File: src/rtl/dbh_pkg.sv
package dbh_pkg;

    typedef enum logic [1:0] {
        ST_IDLE  = 2'd0,
        ST_PULSE = 2'd1,
        ST_RELAX = 2'd2
    } exc_state_e;

    function automatic int unsigned us_to_cycles(input int unsigned clk_hz,
                                                 input int unsigned dur_us);
        longint unsigned prod;
        prod = (64'(clk_hz) * 64'(dur_us)) / 64'd1_000_000;
        return int'(prod[31:0]);
    endfunction

endpackage

File: src/rtl/dbh_sync2.sv
module dbh_sync2 (
    input  logic clk,
    input  logic rst,
    input  logic raw_in,
    output logic sync_out
);
    logic meta_q;
    logic stable_q;

    always_ff @(posedge clk) begin
        if (rst) begin
            meta_q   <= 1'b0;
            stable_q <= 1'b0;
        end else begin
            meta_q   <= raw_in;
            stable_q <= meta_q;
        end
    end

    assign sync_out = stable_q;

    AST_SYNC_LATENCY: assert property (@(posedge clk) disable iff (rst)
        $rose(sync_out) |-> $past(raw_in, 2)) else $error("sync latency");

endmodule

File: src/rtl/dbh_pulse_fsm.sv
module dbh_pulse_fsm #(
    parameter int unsigned PULSE_CYC  = 3317,
    parameter int unsigned PERIOD_CYC = 11059
) (
    input  logic clk,
    input  logic rst,
    input  logic enable,
    output logic excite
);
    import dbh_pkg::*;

    localparam int unsigned TW = $clog2(PERIOD_CYC + 1);

    exc_state_e    state_q, state_d;
    logic [TW-1:0] tcnt_q, tcnt_d;

    // state register
    always_ff @(posedge clk) begin
        if (rst) begin
            state_q <= ST_IDLE;
            tcnt_q  <= '0;
        end else begin
            state_q <= state_d;
            tcnt_q  <= tcnt_d;
        end
    end

    // transitions
    always_comb begin
        state_d = state_q;
        tcnt_d  = tcnt_q;
        unique case (state_q)
            ST_IDLE: begin
                tcnt_d = '0;
                if (enable) state_d = ST_PULSE;
            end
            ST_PULSE: begin
                tcnt_d = tcnt_q + TW'(1);
                if (tcnt_q == TW'(PULSE_CYC - 1)) state_d = ST_RELAX;
            end
            ST_RELAX: begin
                if (tcnt_q == TW'(PERIOD_CYC - 1)) begin
                    tcnt_d  = '0;
                    state_d = enable ? ST_PULSE : ST_IDLE;
                end else begin
                    tcnt_d = tcnt_q + TW'(1);
                end
            end
            default: begin
                state_d = ST_IDLE;
                tcnt_d  = '0;
            end
        endcase
    end

    // outputs
    always_comb begin
        excite = (state_q == ST_PULSE);
    end

    AST_PULSE_WIDTH: assert property (@(posedge clk) disable iff (rst)
        $fell(excite) |-> (tcnt_q == TW'(PULSE_CYC))) else $error("pulse width");
    AST_PULSE_START: assert property (@(posedge clk) disable iff (rst)
        $rose(excite) |-> (tcnt_q == '0)) else $error("pulse start");
    AST_NO_EARLY_STOP: assert property (@(posedge clk) disable iff (rst)
        (state_q == ST_RELAX && tcnt_q != TW'(PERIOD_CYC - 1)) |=> !excite) else $error("early restart");

endmodule

File: src/rtl/dbh_gated_counter.sv
module dbh_gated_counter #(
    parameter int unsigned CNT_W  = 16,
    parameter int unsigned HARV_W = 6
) (
    input  logic              clk,
    input  logic              rst,
    input  logic              flag_sync,
    input  logic              excite,
    input  logic              capture,
    output logic [HARV_W-1:0] low_bits,
    output logic              moved
);
    logic [CNT_W-1:0] count_q;
    logic             moved_q;
    logic             gate;

    assign gate = flag_sync & excite;

    always_ff @(posedge clk) begin
        if (rst) begin
            count_q <= '0;
            moved_q <= 1'b0;
        end else begin
            if (gate) count_q <= count_q + CNT_W'(1);
            if (capture) moved_q <= 1'b0;
            else         moved_q <= moved_q | gate;
        end
    end

    assign low_bits = count_q[HARV_W-1:0];
    assign moved    = moved_q;

    AST_CNT_STEP: assert property (@(posedge clk) disable iff (rst)
        gate |=> (count_q == $past(count_q) + CNT_W'(1))) else $error("count step");
    AST_CNT_HOLD: assert property (@(posedge clk) disable iff (rst)
        !excite |=> $stable(count_q)) else $error("count outside pulse");

endmodule

File: src/rtl/delay_bit_harvester.sv
module delay_bit_harvester #(
    parameter int unsigned CLK_HZ    = 11_059_200,
    parameter int unsigned PULSE_US  = 300,
    parameter int unsigned PERIOD_US = 1000,
    parameter int unsigned CNT_W     = 16,
    parameter int unsigned HARV_W    = 6
) (
    input  logic              clk,
    input  logic              rst,
    input  logic              enable,
    input  logic              cmp_flag,
    output logic              excite,
    output logic [HARV_W-1:0] rnd_word,
    output logic              rnd_valid,
    output logic              rnd_err
);
    import dbh_pkg::*;

    localparam int unsigned PULSE_CYC  = us_to_cycles(CLK_HZ, PULSE_US);
    localparam int unsigned PERIOD_CYC = us_to_cycles(CLK_HZ, PERIOD_US);

    logic              flag_sync;
    logic              excite_d;
    logic              capture;
    logic              moved;
    logic [HARV_W-1:0] low_bits;
    logic [HARV_W-1:0] word_q;
    logic              valid_q;
    logic              err_q;

    dbh_sync2 u_sync (
        .clk      (clk),
        .rst      (rst),
        .raw_in   (cmp_flag),
        .sync_out (flag_sync)
    );

    dbh_pulse_fsm #(
        .PULSE_CYC  (PULSE_CYC),
        .PERIOD_CYC (PERIOD_CYC)
    ) u_fsm (
        .clk    (clk),
        .rst    (rst),
        .enable (enable),
        .excite (excite)
    );

    dbh_gated_counter #(
        .CNT_W  (CNT_W),
        .HARV_W (HARV_W)
    ) u_cnt (
        .clk       (clk),
        .rst       (rst),
        .flag_sync (flag_sync),
        .excite    (excite),
        .capture   (capture),
        .low_bits  (low_bits),
        .moved     (moved)
    );

    assign capture = excite_d & ~excite;

    always_ff @(posedge clk) begin
        if (rst) begin
            excite_d <= 1'b0;
            word_q   <= '0;
            valid_q  <= 1'b0;
            err_q    <= 1'b0;
        end else begin
            excite_d <= excite;
            valid_q  <= capture & moved;
            err_q    <= capture & ~moved;
            if (capture && moved) word_q <= low_bits;
        end
    end

    assign rnd_word  = word_q;
    assign rnd_valid = valid_q;
    assign rnd_err   = err_q;

    AST_ONE_STROBE: assert property (@(posedge clk) disable iff (rst)
        $onehot0({rnd_valid, rnd_err})) else $error("both strobes");
    AST_STROBE_TIMING: assert property (@(posedge clk) disable iff (rst)
        (rnd_valid || rnd_err) |-> (!$past(excite) && $past(excite, 2))) else $error("strobe timing");
    AST_WORD_HOLD: assert property (@(posedge clk) disable iff (rst)
        !rnd_valid |-> $stable(rnd_word)) else $error("word moved");

endmodule

File: config.mk
export PLATFORM = sky130hd
export DESIGN_NAME = delay_bit_harvester
export DESIGN_NICKNAME = d
export VERILOG_FILES = /design/src/rtl/dbh_pkg.sv /design/src/rtl/dbh_sync2.sv /design/src/rtl/dbh_pulse_fsm.sv /design/src/rtl/dbh_gated_counter.sv /design/src/rtl/delay_bit_harvester.sv
export SDC_FILE = /design/constraint.sdc
export NUM_CORES = 1
export LEC_CHECK = 0
export ABC_AREA = 1
export ABC_CLOCK_PERIOD_IN_PS = 1470
export BUFFER_PORTS_ARGS = -buffer_cell sky130_fd_sc_hd__buf_2
export CAP_MARGIN = 20
export CORE_MARGIN = 5
export CORE_UTILIZATION = 58
export DETAILED_ROUTE_END_ITERATION = 12
export PLACE_DENSITY_LB_ADDON = 0.05
export RECOVER_POWER = 25
export SLEW_MARGIN = 30
export SYNTH_ARGS = -nofsm -noshare
export SYNTH_HDL_FRONTEND = slang
export SYNTH_SLANG_ARGS = --single-unit
File: constraint.sdc
create_clock -name clk -period 1.47 [get_ports clk]
set_input_delay 0.3675 -clock clk [delete_from_list [all_inputs] [get_ports clk]]
set_output_delay 0.3675 -clock clk [all_outputs]
set_load 0.01 [all_outputs]
# == After elaboration in Yosys (flattened, before gate mapping) ==
# Cells that the tools add are included.
# totals
ram_bits,0
rom_bits,0
mem_count,0
latch_bits,0
output_inout_bits,9
ff_bits,44
in_bits,4
wordCells,37
# classes
magnitude_cmp,0
muxes,7
n_bitwise,7
reduce_logical,4
n_eq_ne,7
n_div,0
shifts,0
n_mul,0
addsub,2
# op_table
operator,n
14-bit one-hot mux with 2 select lines,1
"16-bit by 1-bit adder with 16-bit output, second input constant",1
"14-bit by 1-bit adder with 14-bit output, second input constant",1
"14-bit by 12-bit equality test with 1-bit output, second input constant",1
"14-bit equality test, second input constant",1
14-bit two-way mux,1
2-bit two-way mux,3
2-bit one-hot mux with 3 select lines,1
1-bit AND,4
"2-bit by 1-bit != test with 1-bit output, second input constant",2
3-bit AND reduction,1
"2-bit by 1-bit equality test with 1-bit output, second input constant",1
"2-bit equality test, second input constant",1
2-bit logical NOT,1
"2-bit != test, second input constant",1
1-bit NOT,2
2-bit OR reduction,1
1-bit logical AND,1
1-bit two-way mux,1
1-bit OR,1

# == Logic depth before layout (Yosys ltp) ==
# Gate-level depths: netlist of run 1.
# depth
word_depth,4
mapped_depth,11
ltp_nobuf,11

# == By module ==
# From an unflattened synthesis of run 1, not the netlist that was laid out.
# hier_totals
hier_cells,229
hier_area_um2,1665.3
# by_module_without_submodules
module,seq_area_each_um2,instances,cells_each,area_each_um2
dbh_pulse_fsm,320.3,1,129,944.7
delay_bit_harvester,180.2,1,48,341.6
dbh_gated_counter,140.1,1,46,324.1
dbh_sync2,40.0,1,6,55.1

# == Worst setup path before layout of run 1 ==
# OpenSTA, ideal clock, no wires.
# synth_timing
path_type,reg2reg
from,register u_fsm.state_q[1]
to,register u_cnt.count_q[5]
n_path_buf,0
path_stages_with_launch,10
setup_time_ps,128
required_ps,1342
synth_period_minus_slack_ps,1422
path_slack_ps,48
arrival_ps,1294
cell_sequence,dfxtp_1 > inv_1 > ha_1 > nand2_1 > inv_1 > nand2_1 > nor2_1 > nand3_1 > xor2_1 > nor2_1
# synth_between
elab_chain_len,2
# synth_lines
element,line_no,source
from (decl),dbh_pulse_fsm.sv:14,"exc_state_e state_q, state_d;"
from (signal assigned),dbh_pulse_fsm.sv:23,state_q <= state_d;
2-bit by 1-bit equality test with 1-bit output,dbh_pulse_fsm.sv:58,excite = (state_q == ST_PULSE);
net excite,delay_bit_harvester.sv:12,"output logic excite,"
1-bit AND,dbh_gated_counter.sv:17,assign gate = flag_sync & excite;
to (signal assigned),dbh_gated_counter.sv:24,if (gate) count_q <= count_q + CNT_W'(1);
to (decl),dbh_gated_counter.sv:13,logic [CNT_W-1:0] count_q;
# The timed path passes the listed nets, and every way through them passes these cells.
# A chain may end at the register's enable or synchronous reset.

# == Worst setup path after layout of run 1 ==
# layout_timing
from,register u_fsm.tcnt_q[1]
to,register u_fsm.tcnt_q[10]
# layout_between
elab_chain_len,3
word_cells_on_any_way,4
classes_between,1 x add/sub; 1 x eq/ne; 2 x mux
# layout_lines
element,line_no,source
from (decl),dbh_pulse_fsm.sv:15,"logic [TW-1:0] tcnt_q, tcnt_d;"
from (signal assigned),dbh_pulse_fsm.sv:24,tcnt_q <= tcnt_d;
14-bit by 1-bit adder with 14-bit output / 14-bit equality test (equally long branches),"dbh_pulse_fsm.sv:38, dbh_pulse_fsm.sv:46, dbh_pulse_fsm.sv:42",
14-bit two-way mux,dbh_pulse_fsm.sv:42,if (tcnt_q == TW'(PERIOD_CYC - 1)) begin
14-bit one-hot mux with 2 select lines (*),dbh_pulse_fsm.sv:32,unique case (state_q)
# Every way passes the cells marked *; elsewhere a longest branch is shown, timed or not.

==> impl_metrics.prom, run 1 <==
# TYPE chip_impl_metric gauge
chip_impl_metric{name="grt_antenna_before_repair",unit=""} 0
chip_impl_metric{name="netlist_area",unit="um^2"} 1560
chip_impl_metric{name="crit_buf_inv",unit=""} 0
chip_impl_metric{name="register_to_register_setup_slack",unit="ns"} 0.05
chip_impl_metric{name="critical_path_peak_fanout",unit=""} 5
chip_impl_metric{name="post_drt_wl_per_cell",unit="um"} 13.1
chip_impl_metric{name="diodes",unit=""} 0
chip_impl_info{name="path_cells",value="ha_1, nand3_2, nor3_1, xor2_1, nor2_2"} 1
chip_impl_metric{name="pre_cts_slack",unit="ns"} 0.0414
chip_impl_metric{name="floorplan.die.height",unit="um"} 61.9
chip_impl_metric{name="setup_violations",unit=""} 0
chip_impl_metric{name="grt_first_pass_wirelength",unit="mm"} 5.03
chip_impl_metric{name="area_growth_syn_to_layout",unit="%"} 16.3
chip_impl_metric{name="postSynthCellCount",unit=""} 200
chip_impl_metric{name="maximum_number_of_pins_on_one_net_before_global_route_repair",unit=""} 15
chip_impl_metric{name="sequential_cell_area",unit="um^2"} 689
chip_impl_metric{name="fin_skew",unit="ns"} 0.0119
chip_impl_metric{name="comb_power_share",unit="%"} 27.2
chip_impl_metric{name="maxSlewViolCount",unit=""} 0
chip_impl_metric{name="final.period_utilization",unit="%"} 96.8
chip_impl_metric{name="final_net_count",unit=""} 233
chip_impl_metric{name="fmax",unit="MHz"} 702
chip_impl_info{name="timing.critical_path.from_type",value="flip-flop"} 1
chip_impl_metric{name="sequentialPowerShare",unit="%"} 43.3
chip_impl_metric{name="intPower",unit="uW"} 1610
chip_impl_metric{name="drtIter0Drc",unit=""} 97
chip_impl_info{name="layout.cells.most_common",value="sky130_fd_sc_hd__nand2_1"} 1
chip_impl_metric{name="postLayoutSetupSlackWorst",unit="ns"} 0.0464
chip_impl_metric{name="report.final.hold_viol_count",unit=""} 0
chip_impl_metric{name="buffer_ports.inserted",unit=""} 12
chip_impl_metric{name="cts_num_sinks",unit=""} 34
chip_impl_metric{name="syn_nets",unit=""} 212
chip_impl_metric{name="clkPwrFrac",unit="%"} 29.6
chip_impl_metric{name="post-layout-total-power",unit="uW"} 2380
chip_impl_info{name="holdPathEnd",value="u_sync.meta_q"} 1
chip_impl_info{name="run_status",value="complete, no violations"} 1
chip_impl_metric{name="drcViolationCount",unit=""} 0
chip_impl_metric{name="final_layout_size_suffix_gt1_share",unit="%"} 24.4
chip_impl_metric{name="postLayoutCoreUtil",unit="%"} 72.0
chip_impl_info{name="unrepaired_setup_endpoints_after_global_routing",value="yes"} 1
chip_impl_metric{name="clk_pin_slew",unit="ns"} 0.11
chip_impl_metric{name="switching_share",unit="%"} 32.1
chip_impl_metric{name="vdd_drop_max",unit="uV"} 1230
chip_impl_info{name="hold_path_startpoint",value="cmp_flag"} 1
chip_impl_metric{name="fillCellCount",unit=""} 206
chip_impl_metric{name="worstPathRequired",unit="ns"} 1.71
chip_impl_metric{name="detailedPlacementHpwl",unit="mm"} 2.17
chip_impl_info{name="crit_type",value="flip-flop to flip-flop"} 1
chip_impl_metric{name="drv_cap",unit=""} 0
chip_impl_metric{name="finalWirelength",unit="mm"} 3.30
chip_impl_metric{name="detail-route-antenna-nets",unit=""} 0
chip_impl_metric{name="die-area",unit="um^2"} 3830
chip_impl_info{name="end_kind",value="flip-flop"} 1
chip_impl_metric{name="power.net_switching",unit="uW"} 764
chip_impl_metric{name="part_of_the_yosys_area_used_for_sequential_elements",unit="%"} 43.6
chip_impl_info{name="cts_tree",value="done"} 1
chip_impl_metric{name="rows",unit=""} 18
chip_impl_info{name="final_cell_mix",value="sky130_fd_sc_hd__nand2_1, sky130_fd_sc_hd__nor2_1, sky130_fd_sc_hd__dfxtp_1"} 1
chip_impl_metric{name="vias",unit=""} 1306
chip_impl_metric{name="clock_tree.buffer_depth",unit=""} 2
chip_impl_metric{name="synthDistinctLibCells",unit=""} 25
chip_impl_metric{name="synth-warning-count",unit=""} 0
chip_impl_metric{name="ioPinCount",unit=""} 13
chip_impl_metric{name="final.min_clock_period",unit="ns"} 1.42
chip_impl_metric{name="number_of_global_route_vias_before_repair",unit=""} 1168
chip_impl_info{name="cell_type_of_the_slowest_stage_on_the_worst_timing_path",value="sky130_fd_sc_hd__dfxtp_2"} 1
chip_impl_metric{name="initial_core_util",unit="%"} 62.0
chip_impl_metric{name="grt_remaining_overflow",unit=""} 0
chip_impl_metric{name="clk_latency",unit="ns"} 0.34
chip_impl_metric{name="cts_max_level",unit=""} 2
chip_impl_info{name="rr_startpoint",value="u_fsm.tcnt_q[1]"} 1
chip_impl_info{name="cell_family_contributing_the_most_delay_on_the_critical_path",value="simple AND/OR/NAND/NOR gates"} 1
chip_impl_metric{name="worst_reg2reg_path_length_in_cells",unit=""} 5
chip_impl_metric{name="p_leak",unit="uW"} 0.000740
chip_impl_metric{name="gp_congestion",unit=""} 0.900
chip_impl_metric{name="area_occupied_by_multi_input_gates",unit="um^2"} 822
chip_impl_metric{name="worst-endpoint-arrival",unit="ns"} 1.67
chip_impl_metric{name="detail_route.first_pass.iterations",unit=""} 5
chip_impl_metric{name="power-per-cell-area",unit="nW/um^2"} 1310
chip_impl_info{name="hold_class",value="primary input to flip-flop"} 1
chip_impl_metric{name="detail_route.vias_per_cell",unit=""} 5.20
chip_impl_metric{name="min_delay_path_depth",unit=""} 3
chip_impl_metric{name="postSynthAreaPerCell",unit="um^2"} 7.81
chip_impl_metric{name="worst_rel_slew_slack",unit="%"} 73.9
chip_impl_info{name="cts_root_buf",value="sky130_fd_sc_hd__clkbuf_4"} 1
chip_impl_metric{name="core-area",unit="um^2"} 2520
chip_impl_metric{name="worst_margin_pin_slew",unit="ns"} 0.390
chip_impl_metric{name="grtUsageTotal",unit="%"} 18.6
chip_impl_metric{name="timing.critical_path.slowest_cell_delay",unit="ns"} 0.37
chip_impl_metric{name="dieWidth",unit="um"} 61.9
chip_impl_info{name="rr_endpoint",value="u_fsm.tcnt_q[10]"} 1
chip_impl_metric{name="yosys_register_bits",unit=""} 34
chip_impl_metric{name="inserted_clock_buffers",unit=""} 5
-- power by group through the flow --
stage / clock network, uW / registers [uW] / logic (uW)
after floorplan: 0 / 1030 / 383
after global placement: 0 / 1030 / 454
after detailed placement: 0 / 1030 / 473
after CTS: 717 / 1020 / 494
after global routing: 783 / 1040 / 724
final: 703 / 1030 / 647
-- tightest hold or removal path, delay by kind of cell --
family | cells | cell delay, ns
and+or+nand+nor | 1 | 0.03
buffers and inverters | 2 | 0.13
-- worst max path at each step --
stage	start	to	slack (ns)	cells past startpoint
floorplan	u_fsm.state_q[1]	u_cnt.count_q[5]	0.05	9
global placement	u_fsm.tcnt_q[1]	u_fsm.tcnt_q[10]	0.1	5
detailed placement	u_fsm.state_q[1]	u_cnt.count_q[5]	0.04	9
CTS	u_fsm.state_q[1]	excite	0.03	3
global route	u_fsm.state_q[1]	u_cnt.count_q[5]	-0.02	9
finish	u_fsm.tcnt_q[1]	u_fsm.tcnt_q[10]	0.05	5
-- logic make-up (layout without fill, tap and decap cells) --
family          Yosys count  count (layout)  share of synthesized area [%]
simple gates            106             107                           31.8
flops                    34              34                           43.6
buf+inv                  27              47                           6.97
compound gates           13              13                           4.56
xor+xnor                 12              12                           6.73
fa+ha+maj                 8               8                           6.41
-- layer usage --
metal | GRT usage [%] | up-vias | routed length [um]
li1 | - | 668 | -
met5 | 0 | - | 0
met1 | 21.0 | 596 | 1370
met2 | 30.5 | 34 | 1720
met3 | 4.96 | 8 | 145
met4 | 12.4 | 0 | 61
-- cell usage after synthesis, drive strengths merged --
library cell  count  area, um^2
and3              1        6.26
nand2            43         169
ha                8         100
inv              24        90.1
dfxtp            34         681
nand3            14        92.6
nor4              1        6.26
a31o              1        8.76
buf               1        11.3
xnor2             3        26.3
a21oi             9        45.0
nand4             3        18.8
or2               1        6.26
nor3              5        35.0
clkbuf            2        7.51
o21bai            1        7.51
xor2              9        78.8
o21ai             2        10.0
nor2             38         163
-- timing repair --
item                       4_1_cts  5_1_grt
resized for setup                4       15
cloned                           0        1
setup endpoints to repair        1       19
pin swaps                        0        1
setup buffers                    0        1
hold buffers                     0        0
-- area by class of cell --
cell class              count  share of cell area (%)
multi-input cells         140                    45.2
clock buffers               6                    2.82
well taps                  30                    2.07
clock inverters             1                    1.65
repair buffers             16                    5.30
inverters                  24                    4.96
flip-flops and latches     34                    37.9
-- metrics by stage --
| step | TNS, ns | hold WS (ns) | instances | instance area (um^2) |
|---|---|---|---|---|
| after floorplan | 0 | 0.388 | 200 | 1560 |
| after global placement | 0 | 0.430 | 242 | 1660 |
| after detailed placement | 0 | 0.439 | 242 | 1660 |
| after CTS | 0 | 0.217 | 249 | 1760 |
| after global routing | -0.0851 | 0.233 | 251 | 1820 |
| final | 0 | 0.227 | 251 | 1820 |
-- state kept, by name, indices dropped and copies added, names as in the netlist --
signal,cells
u_fsm.tcnt_q,14
rnd_word,6
u_cnt.count_q,6
u_fsm.state_q,2
excite_d,1
rnd_err,1
rnd_valid,1
u_cnt.moved,1
u_sync.meta_q,1
u_sync.sync_out,1
No activity file was read; power rests on OpenSTA's default activity.
==> run 2, diff against run 1 <==
--- a/config.mk
+++ b/config.mk
@@ -5,13 +5,13 @@
 export SDC_FILE = /design/constraint.sdc
 export NUM_CORES = 1
 export LEC_CHECK = 0
-export ABC_AREA = 1
 export ABC_CLOCK_PERIOD_IN_PS = 1470
 export BUFFER_PORTS_ARGS = -buffer_cell sky130_fd_sc_hd__buf_2
 export CAP_MARGIN = 20
 export CORE_MARGIN = 5
-export CORE_UTILIZATION = 58
+export CORE_UTILIZATION = 57
 export DETAILED_ROUTE_END_ITERATION = 12
+export HOLD_SLACK_MARGIN = 0.08
 export PLACE_DENSITY_LB_ADDON = 0.05
 export RECOVER_POWER = 25
 export SLEW_MARGIN = 30
==> run 2 against run 1 <==
Against the previous run: the run now ends with setup timing left; clock power shrank 36%; sequential power about the same; worst hold slack better by 0.032 ns; critical path depth fell by 1; utilization rose by 4.9 points; cell area up 5.0%; critical path type unchanged; largest power group unchanged.
==> impl_metrics.prom, run 2 <==
# TYPE chip_impl_metric gauge
chip_impl_info{name="run_status",value="complete, but fails checks"} 1
chip_impl_info{name="violated_checks",value="setup timing"} 1
chip_impl_metric{name="setup_violations",unit=""} 17
chip_impl_metric{name="maximum_number_of_pins_on_one_net_before_global_route_repair",unit=""} 19
chip_impl_info{name="final_cell_mix",value="sky130_fd_sc_hd__dfxtp_1, sky130_fd_sc_hd__nor2_1, sky130_fd_sc_hd__buf_4"} 1
chip_impl_info{name="cts_root_buf",value="sky130_fd_sc_hd__clkbuf_4"} 1
chip_impl_metric{name="post_drt_wl_per_cell",unit="um"} 12.2
chip_impl_info{name="timing.critical_path.from_type",value="flip-flop"} 1
chip_impl_metric{name="sequentialPowerShare",unit="%"} 51.3
chip_impl_info{name="crit_type",value="flip-flop to flip-flop"} 1
chip_impl_metric{name="accumulated_negative_setup_slack",unit="ns"} -2.76
chip_impl_metric{name="floorplan.die.height",unit="um"} 60.8
chip_impl_metric{name="intPower",unit="uW"} 1420
chip_impl_info{name="timing.critical_path.from",value="u_fsm.tcnt_q[3]"} 1
chip_impl_metric{name="syn_nets",unit=""} 166
chip_impl_info{name="layout.cells.most_common",value="sky130_fd_sc_hd__dfxtp_1"} 1
chip_impl_metric{name="detail-route-antenna-nets",unit=""} 0
chip_impl_metric{name="dieWidth",unit="um"} 60.8
chip_impl_metric{name="fmax",unit="MHz"} 496
chip_impl_metric{name="detail_route.vias_per_cell",unit=""} 5.12
chip_impl_metric{name="synth-edff-count",unit=""} 0
chip_impl_metric{name="cts_num_sinks",unit=""} 34
chip_impl_metric{name="gp_congestion",unit=""} 0.786
chip_impl_metric{name="post-synth-top-area-fraction",unit="%"} 46.3
chip_impl_metric{name="post_route_standard_cell_area_excluding_fillers",unit="um^2"} 1910
chip_impl_metric{name="routed-wl-met3",unit="um"} 100
chip_impl_info{name="top_count_cell_post_synth",value="sky130_fd_sc_hd__dfxtp_1"} 1
chip_impl_metric{name="initial_core_util",unit="%"} 59.3
chip_impl_metric{name="worst_rel_slew_slack",unit="%"} 50.9
chip_impl_metric{name="part_of_the_yosys_area_used_for_sequential_elements",unit="%"} 46.3
chip_impl_metric{name="area_growth_syn_to_layout",unit="%"} 29.7
chip_impl_metric{name="synthDistinctLibCells",unit=""} 34
chip_impl_metric{name="drcViolationCount",unit=""} 0
chip_impl_metric{name="postSynthAreaPerCell",unit="um^2"} 9.55
chip_impl_info{name="synth.top_cells.by_count",value="sky130_fd_sc_hd__dfxtp_1, sky130_fd_sc_hd__nor2_1, sky130_fd_sc_hd__xor2_1"} 1
chip_impl_info{name="route.top_layer_used",value="met3"} 1
chip_impl_info{name="cts_tree",value="done"} 1
chip_impl_metric{name="die-area",unit="um^2"} 3690
chip_impl_metric{name="power.net_switching",unit="uW"} 563
chip_impl_info{name="unrepaired_setup_endpoints_after_global_routing",value="yes"} 1
chip_impl_metric{name="pre_cts_slack",unit="ns"} -0.522
chip_impl_metric{name="rows",unit=""} 18
chip_impl_metric{name="clk_latency",unit="ns"} 0.31
chip_impl_metric{name="grt_remaining_overflow",unit=""} 0
chip_impl_metric{name="postLayoutSetupSlackWorst",unit="ns"} -0.545
chip_impl_info{name="synth_area_leaders",value="sky130_fd_sc_hd__dfxtp_1, sky130_fd_sc_hd__nor2_1, sky130_fd_sc_hd__ha_1"} 1
chip_impl_metric{name="placed_cells",unit=""} 214
chip_impl_metric{name="postPlaceCellArea",unit="um^2"} 1760
chip_impl_metric{name="inserted_clock_buffers",unit=""} 5
chip_impl_metric{name="final.min_clock_period",unit="ns"} 2.02
chip_impl_metric{name="grt_first_pass_wirelength",unit="mm"} 4.66
chip_impl_info{name="synth_area_leader_cell",value="sky130_fd_sc_hd__dfxtp_1"} 1
chip_impl_info{name="setup.worst_path.end",value="u_fsm.state_q[0]"} 1
chip_impl_metric{name="fin_skew",unit="ns"} 0.00607
chip_impl_metric{name="number_of_global_route_vias_before_repair",unit=""} 1129
chip_impl_metric{name="worst-endpoint-arrival",unit="ns"} 2.22
chip_impl_info{name="end_kind",value="flip-flop"} 1
chip_impl_metric{name="detailedPlacementHpwl",unit="mm"} 1.97
chip_impl_metric{name="vdd_drop_max",unit="uV"} 1070
chip_impl_metric{name="register_to_register_setup_slack",unit="ns"} -0.55
chip_impl_metric{name="ioPinCount",unit=""} 13
chip_impl_info{name="synth-main-ff-cell",value="sky130_fd_sc_hd__dfxtp_1"} 1
chip_impl_metric{name="grtUsageTotal",unit="%"} 16.6
chip_impl_metric{name="wl_met2",unit="mm"} 1.30
chip_impl_metric{name="final_layout_size_suffix_gt1_share",unit="%"} 33.5
chip_impl_metric{name="p_leak",unit="uW"} 0.000824
chip_impl_metric{name="finalWirelength",unit="mm"} 2.77
chip_impl_metric{name="grt_antenna_before_repair",unit=""} 0
chip_impl_metric{name="final_net_count",unit=""} 209
chip_impl_metric{name="switching_share",unit="%"} 28.3
chip_impl_info{name="path_cells",value="or4_1, or4_4, a211oi_2, mux2_1"} 1
chip_impl_metric{name="cts_max_level",unit=""} 2
chip_impl_metric{name="final.period_utilization",unit="%"} 137
chip_impl_metric{name="report.final.hold_viol_count",unit=""} 0
chip_impl_metric{name="drv_cap",unit=""} 0
chip_impl_metric{name="buffer_ports.inserted",unit=""} 12
chip_impl_metric{name="clk_pin_slew",unit="ns"} 0.10
chip_impl_metric{name="drt-met1-wl",unit="mm"} 1.37
chip_impl_info{name="hold_class",value="primary input to flip-flop"} 1
chip_impl_metric{name="maxSlewViolCount",unit=""} 0
chip_impl_metric{name="worst_reg2reg_path_length_in_cells",unit=""} 4
chip_impl_metric{name="critical_path_peak_fanout",unit=""} 2
chip_impl_metric{name="yosys_register_bits",unit=""} 34
chip_impl_metric{name="power-per-cell-area",unit="nW/um^2"} 1040
chip_impl_metric{name="comb_power_share",unit="%"} 25.9
chip_impl_metric{name="postSynthCellCount",unit=""} 154
chip_impl_metric{name="final-instance-count-excl-fill",unit=""} 227
chip_impl_metric{name="worst_margin_pin_slew",unit="ns"} 0.736
chip_impl_metric{name="timing.critical_path.slowest_cell_delay",unit="ns"} 0.52
chip_impl_metric{name="flip_flop_count_of_the_largest_register_all_copies_and_words_added",unit=""} 14
chip_impl_info{name="rr_startpoint",value="u_fsm.tcnt_q[3]"} 1
chip_impl_metric{name="vias",unit=""} 1163
chip_impl_metric{name="clock_tree.buffer_depth",unit=""} 2
chip_impl_metric{name="worstPathRequired",unit="ns"} 1.68
chip_impl_info{name="largest-register",value="u_fsm.tcnt_q"} 1
chip_impl_info{name="rr_endpoint",value="u_fsm.state_q[0]"} 1
chip_impl_metric{name="clkPwrFrac",unit="%"} 22.8
chip_impl_info{name="cell_type_of_the_slowest_stage_on_the_worst_timing_path",value="sky130_fd_sc_hd__or4_1"} 1
chip_impl_metric{name="synth-warning-count",unit=""} 0
chip_impl_metric{name="diodes",unit=""} 0
chip_impl_metric{name="detail_route.first_pass.iterations",unit=""} 4
chip_impl_metric{name="netlist_area",unit="um^2"} 1470
chip_impl_metric{name="core-area",unit="um^2"} 2480
chip_impl_metric{name="postLayoutCoreUtil",unit="%"} 77.0
chip_impl_metric{name="synthArstFlopShare",unit="%"} 0
chip_impl_metric{name="drtIter0Drc",unit=""} 45
==> run 2: timing repair <==
action | in CTS | in global routing
pin swaps | 1 | 3
resized for setup | 3 | 17
gates cloned | 0 | 1
setup endpoints to repair | 19 | 27
setup buffers | 1 | 5
hold buffers | 0 | 0
==> run 2: power groups by stage <==
stage	Sequential [uW]	Combinational (uW)	Clock [uW]
CTS	1000	406	471
finish	1020	515	452
detailed placement	1020	372	0
global route	1030	567	525
global placement	1020	358	0
floorplan	1020	253	0
==> run 2: worst min-delay path by stage <==
stage	depth (start not counted)	to	slack, ns	from
2_1_floorplan	1	u_sync.sync_out	0.41	u_sync.meta_q
3_3_place_gp	1	u_sync.sync_out	0.42	u_sync.meta_q
3_5_place_dp	1	u_sync.sync_out	0.43	u_sync.meta_q
4_1_cts	2	u_sync.meta_q	0.24	cmp_flag
5_1_grt	2	u_sync.meta_q	0.25	cmp_flag
6_report	2	u_sync.meta_q	0.26	cmp_flag
==> run 2: cell type report <==
cell class,count,area [um^2]
Multi-Input combinational cell,108,806
Clock buffer,5,37.5
Timing Repair Buffer,40,298
Fill cell,190,571
Inverter,8,30.0
Tap cell,30,37.5
Clock inverter,2,10.0
Sequential cell,34,688
==> run 2: logic make-up after synthesis <==
| group | after synthesis | synth area share, % |
|---|---|---|
| mux | 8 | 5.53 |
| flops | 34 | 46.3 |
| buf+inv | 12 | 3.06 |
| simple gates | 67 | 23.5 |
| compound gates | 8 | 4.68 |
| fa+ha+maj | 8 | 6.81 |
| xor+xnor | 17 | 10.1 |
==> run 2: worst max-delay path, delay by kind of cell, from the launching register on <==
family | cells | cell delay (ns)
AOI/OAI and AO/OA | 1 | 0.24
DFF | 1 | 0.33
muxes | 1 | 0.34
and+or+nand+nor | 2 | 1.02
==> run 2: per-stage QoR <==
stage / total power (uW) / hold slack, ns
final: 1990 / 0.259
after global routing: 2120 / 0.254
after CTS: 1880 / 0.244
after detailed placement: 1400 / 0.426
after global placement: 1380 / 0.422
after floorplan: 1270 / 0.414
==> run 2: layer usage <==
layer / track usage [%] / up-vias
met2: 25.2 / 17
met5: 0 / -
met3: 5.96 / 0
li1: - / 606
met4: 4.33 / 0
met1: 22.5 / 540
==> run 3, diff against run 2 <==
--- a/config.mk
+++ b/config.mk
@@ -9,7 +9,8 @@
 export BUFFER_PORTS_ARGS = -buffer_cell sky130_fd_sc_hd__buf_2
 export CAP_MARGIN = 20
 export CORE_MARGIN = 5
-export CORE_UTILIZATION = 57
+export CORE_UTILIZATION = 60
+export CTS_BUF_LIST = sky130_fd_sc_hd__clkbuf_8
 export DETAILED_ROUTE_END_ITERATION = 12
 export HOLD_SLACK_MARGIN = 0.08
 export PLACE_DENSITY_LB_ADDON = 0.05
==> run 3 against run 2 <==
Against the previous run: the run still ends with setup timing left; highest routed layer is now met4; clock skew barely moved; first-iteration DRC count fell by 6.7%; routed wire length rose by 29%; non-clock buffer count rose by 1; largest power group unchanged; setup slack got worse by 0.060 ns; global-route usage rose by 4.9 points; clock power rose by 91%; power rose by 27%; critical endpoint unchanged.
==> impl_metrics.prom, run 3 (synthesized netlist as in run 2, its figures left out) <==
# TYPE chip_impl_metric gauge
chip_impl_info{name="run_status",value="complete, but fails checks"} 1
chip_impl_info{name="violated_checks",value="setup timing"} 1
chip_impl_metric{name="number_of_global_route_vias_before_repair",unit=""} 1184
chip_impl_info{name="cell_type_of_the_slowest_stage_on_the_worst_timing_path",value="sky130_fd_sc_hd__or4_4"} 1
chip_impl_metric{name="power-per-cell-area",unit="nW/um^2"} 1240
chip_impl_info{name="cpMostUsedCell",value="sky130_fd_sc_hd__or4_4"} 1
chip_impl_metric{name="area_occupied_by_multi_input_gates",unit="um^2"} 867
chip_impl_metric{name="cts_num_sinks",unit=""} 34
chip_impl_metric{name="pre_cts_slack",unit="ns"} -0.543
chip_impl_metric{name="detail_route.vias_per_cell",unit=""} 5.43
chip_impl_info{name="path_cells",value="or4_4, or4_4, a211oi_4, mux2_4"} 1
chip_impl_metric{name="flip_flop_count_of_the_largest_register_all_copies_and_words_added",unit=""} 14
chip_impl_info{name="cts_root_buf",value="sky130_fd_sc_hd__clkbuf_8"} 1
chip_impl_metric{name="timing.critical_path.slowest_cell_delay",unit="ns"} 0.53
chip_impl_metric{name="detailedPlacementHpwl",unit="mm"} 2.03
chip_impl_metric{name="placed_cells",unit=""} 214
chip_impl_metric{name="cts_max_level",unit=""} 2
chip_impl_info{name="hold_class",value="primary input to flip-flop"} 1
chip_impl_metric{name="post_drt_wl_per_cell",unit="um"} 15.7
chip_impl_metric{name="fin_skew",unit="ns"} 0.00573
chip_impl_info{name="largest-register",value="u_fsm.tcnt_q"} 1
chip_impl_info{name="final_cell_mix",value="sky130_fd_sc_hd__dfxtp_1, sky130_fd_sc_hd__buf_4, sky130_fd_sc_hd__nor2_1"} 1
chip_impl_metric{name="grt_remaining_overflow",unit=""} 0
chip_impl_metric{name="die-area",unit="um^2"} 3540
chip_impl_metric{name="area_growth_syn_to_layout",unit="%"} 38.3
chip_impl_metric{name="critical_path_peak_fanout",unit=""} 2
chip_impl_metric{name="fillCellCount",unit=""} 131
chip_impl_metric{name="final-instance-count-excl-fill",unit=""} 228
chip_impl_metric{name="initial_core_util",unit="%"} 61.0
chip_impl_metric{name="detail-route-antenna-nets",unit=""} 0
chip_impl_metric{name="clk_pin_slew",unit="ns"} 0.06
chip_impl_metric{name="worst-endpoint-arrival",unit="ns"} 2.24
chip_impl_metric{name="maxSlewViolCount",unit=""} 0
chip_impl_metric{name="vdd_drop_max",unit="uV"} 1210
chip_impl_metric{name="finalWirelength",unit="mm"} 3.58
chip_impl_metric{name="clk_latency",unit="ns"} 0.28
chip_impl_info{name="cts_tree",value="done"} 1
chip_impl_metric{name="dieWidth",unit="um"} 59.5
chip_impl_info{name="layout.cells.most_common",value="sky130_fd_sc_hd__dfxtp_1"} 1
chip_impl_metric{name="postLayoutSetupSlackWorst",unit="ns"} -0.605
chip_impl_metric{name="detail_route.first_pass.iterations",unit=""} 4
chip_impl_metric{name="floorplan.die.height",unit="um"} 59.5
chip_impl_metric{name="setup_violations",unit=""} 17
chip_impl_metric{name="drv_cap",unit=""} 0
chip_impl_metric{name="clock_tree.buffer_depth",unit=""} 2
chip_impl_metric{name="final.min_clock_period",unit="ns"} 2.08
chip_impl_metric{name="grt_antenna_before_repair",unit=""} 0
chip_impl_metric{name="inserted_clock_buffers",unit=""} 5
chip_impl_metric{name="vias",unit=""} 1238
chip_impl_metric{name="drtIter0Drc",unit=""} 42
chip_impl_metric{name="worstPathRequired",unit="ns"} 1.64
chip_impl_metric{name="final_layout_size_suffix_gt1_share",unit="%"} 36.4
chip_impl_info{name="timing.critical_path.from_type",value="flip-flop"} 1
chip_impl_metric{name="worst_margin_pin_slew",unit="ns"} 0.754
chip_impl_metric{name="gp_congestion",unit=""} 0.784
chip_impl_metric{name="core-area",unit="um^2"} 2410
chip_impl_metric{name="cts_hold_buf",unit=""} 0
chip_impl_metric{name="rows",unit=""} 18
chip_impl_metric{name="buffer_ports.inserted",unit=""} 12
chip_impl_metric{name="report.final.hold_viol_count",unit=""} 0
chip_impl_info{name="unrepaired_setup_endpoints_after_global_routing",value="yes"} 1
chip_impl_metric{name="sequential_cell_area",unit="um^2"} 686
chip_impl_metric{name="final.period_utilization",unit="%"} 141
chip_impl_metric{name="diodes",unit=""} 0
chip_impl_metric{name="drcViolationCount",unit=""} 0
chip_impl_metric{name="maximum_number_of_pins_on_one_net_before_global_route_repair",unit=""} 19
chip_impl_metric{name="worst_rel_slew_slack",unit="%"} 49.7
chip_impl_info{name="end_kind",value="flip-flop"} 1
chip_impl_info{name="crit_type",value="flip-flop to flip-flop"} 1
chip_impl_metric{name="grt_first_pass_wirelength",unit="mm"} 5.56
chip_impl_metric{name="final_net_count",unit=""} 210
chip_impl_metric{name="ioPinCount",unit=""} 13
chip_impl_metric{name="grtUsageTotal",unit="%"} 21.5
chip_impl_metric{name="fmax",unit="MHz"} 482
chip_impl_metric{name="p_leak",unit="uW"} 0.000846
==> run 3: timing repair <==
| item | in CTS | in global routing |
|---|---|---|
| pin swaps | 7 | 6 |
| gates resized for setup | 13 | 19 |
| endpoints found under the setup margin | 26 | 30 |
| setup buffers | 6 | 3 |
| cloned | 1 | 0 |
==> run 3: final timing paths <==
| kind | startpoint | depth (start not counted) | slack (ns) | to |
|---|---|---|---|---|
| setup / recovery | u_fsm.tcnt_q[3] | 4 | -0.61 | u_fsm.state_q[0] |
| hold / removal | cmp_flag | 2 | 0.31 | u_sync.meta_q |
| setup reg to reg | u_fsm.tcnt_q[3] | 4 | -0.61 | u_fsm.state_q[0] |
| hold reg to reg | u_sync.meta_q | 1 | 0.44 | u_sync.sync_out |
==> run 3: critical path: cells and delay by family (launching register included) <==
family          cells  cell delay [ns]
flops               1             0.33
simple gates        2             1.05
mux                 1             0.33
compound gates      1             0.26
==> run 3: layout make-up <==
cell class,count,share of cell area (%)
Inverter,8,1.48
Sequential cell,34,33.7
Multi-Input combinational cell,108,42.6
Clock buffer,6,4.06
Clock inverter,1,1.48
Tap cell,30,1.85
Timing Repair Buffer,41,14.8
==> run 3: per-stage QoR <==
step                      power [uW]  setup TNS (ns)  utilization (%)  area, um^2  hold slack, ns
after floorplan                 1270           -1.80                -        1510           0.414
after global placement          1380           -2.11             73.1        1760           0.420
after detailed placement        1400           -2.26             73.1        1760           0.426
after CTS                       2400           -5.66             81.4        1960           0.292
after global routing            2640           -6.36             84.4        2030           0.325
final                           2520           -4.08             84.4        2030           0.315
==> run 3: routing by layer <==
layer / vias up / GRT usage [%] / part of all wire (%)
met5: - / 0 / 0
met4: 0 / 8.54 / 2.7
met3: 8 / 6.75 / 5.0
met2: 38 / 33.7 / 49
met1: 584 / 27.5 / 44
li1: 608 / - / -
==> run 3: power by group <==
group          total (uW)  leakage (uW)  internal (uW)  switching [uW]
sequential           1020      0.000277            971            44.5
clock                 865     0.0000573            542             323
combinational         636      0.000512            334             303
total                2520      0.000846           1850             670
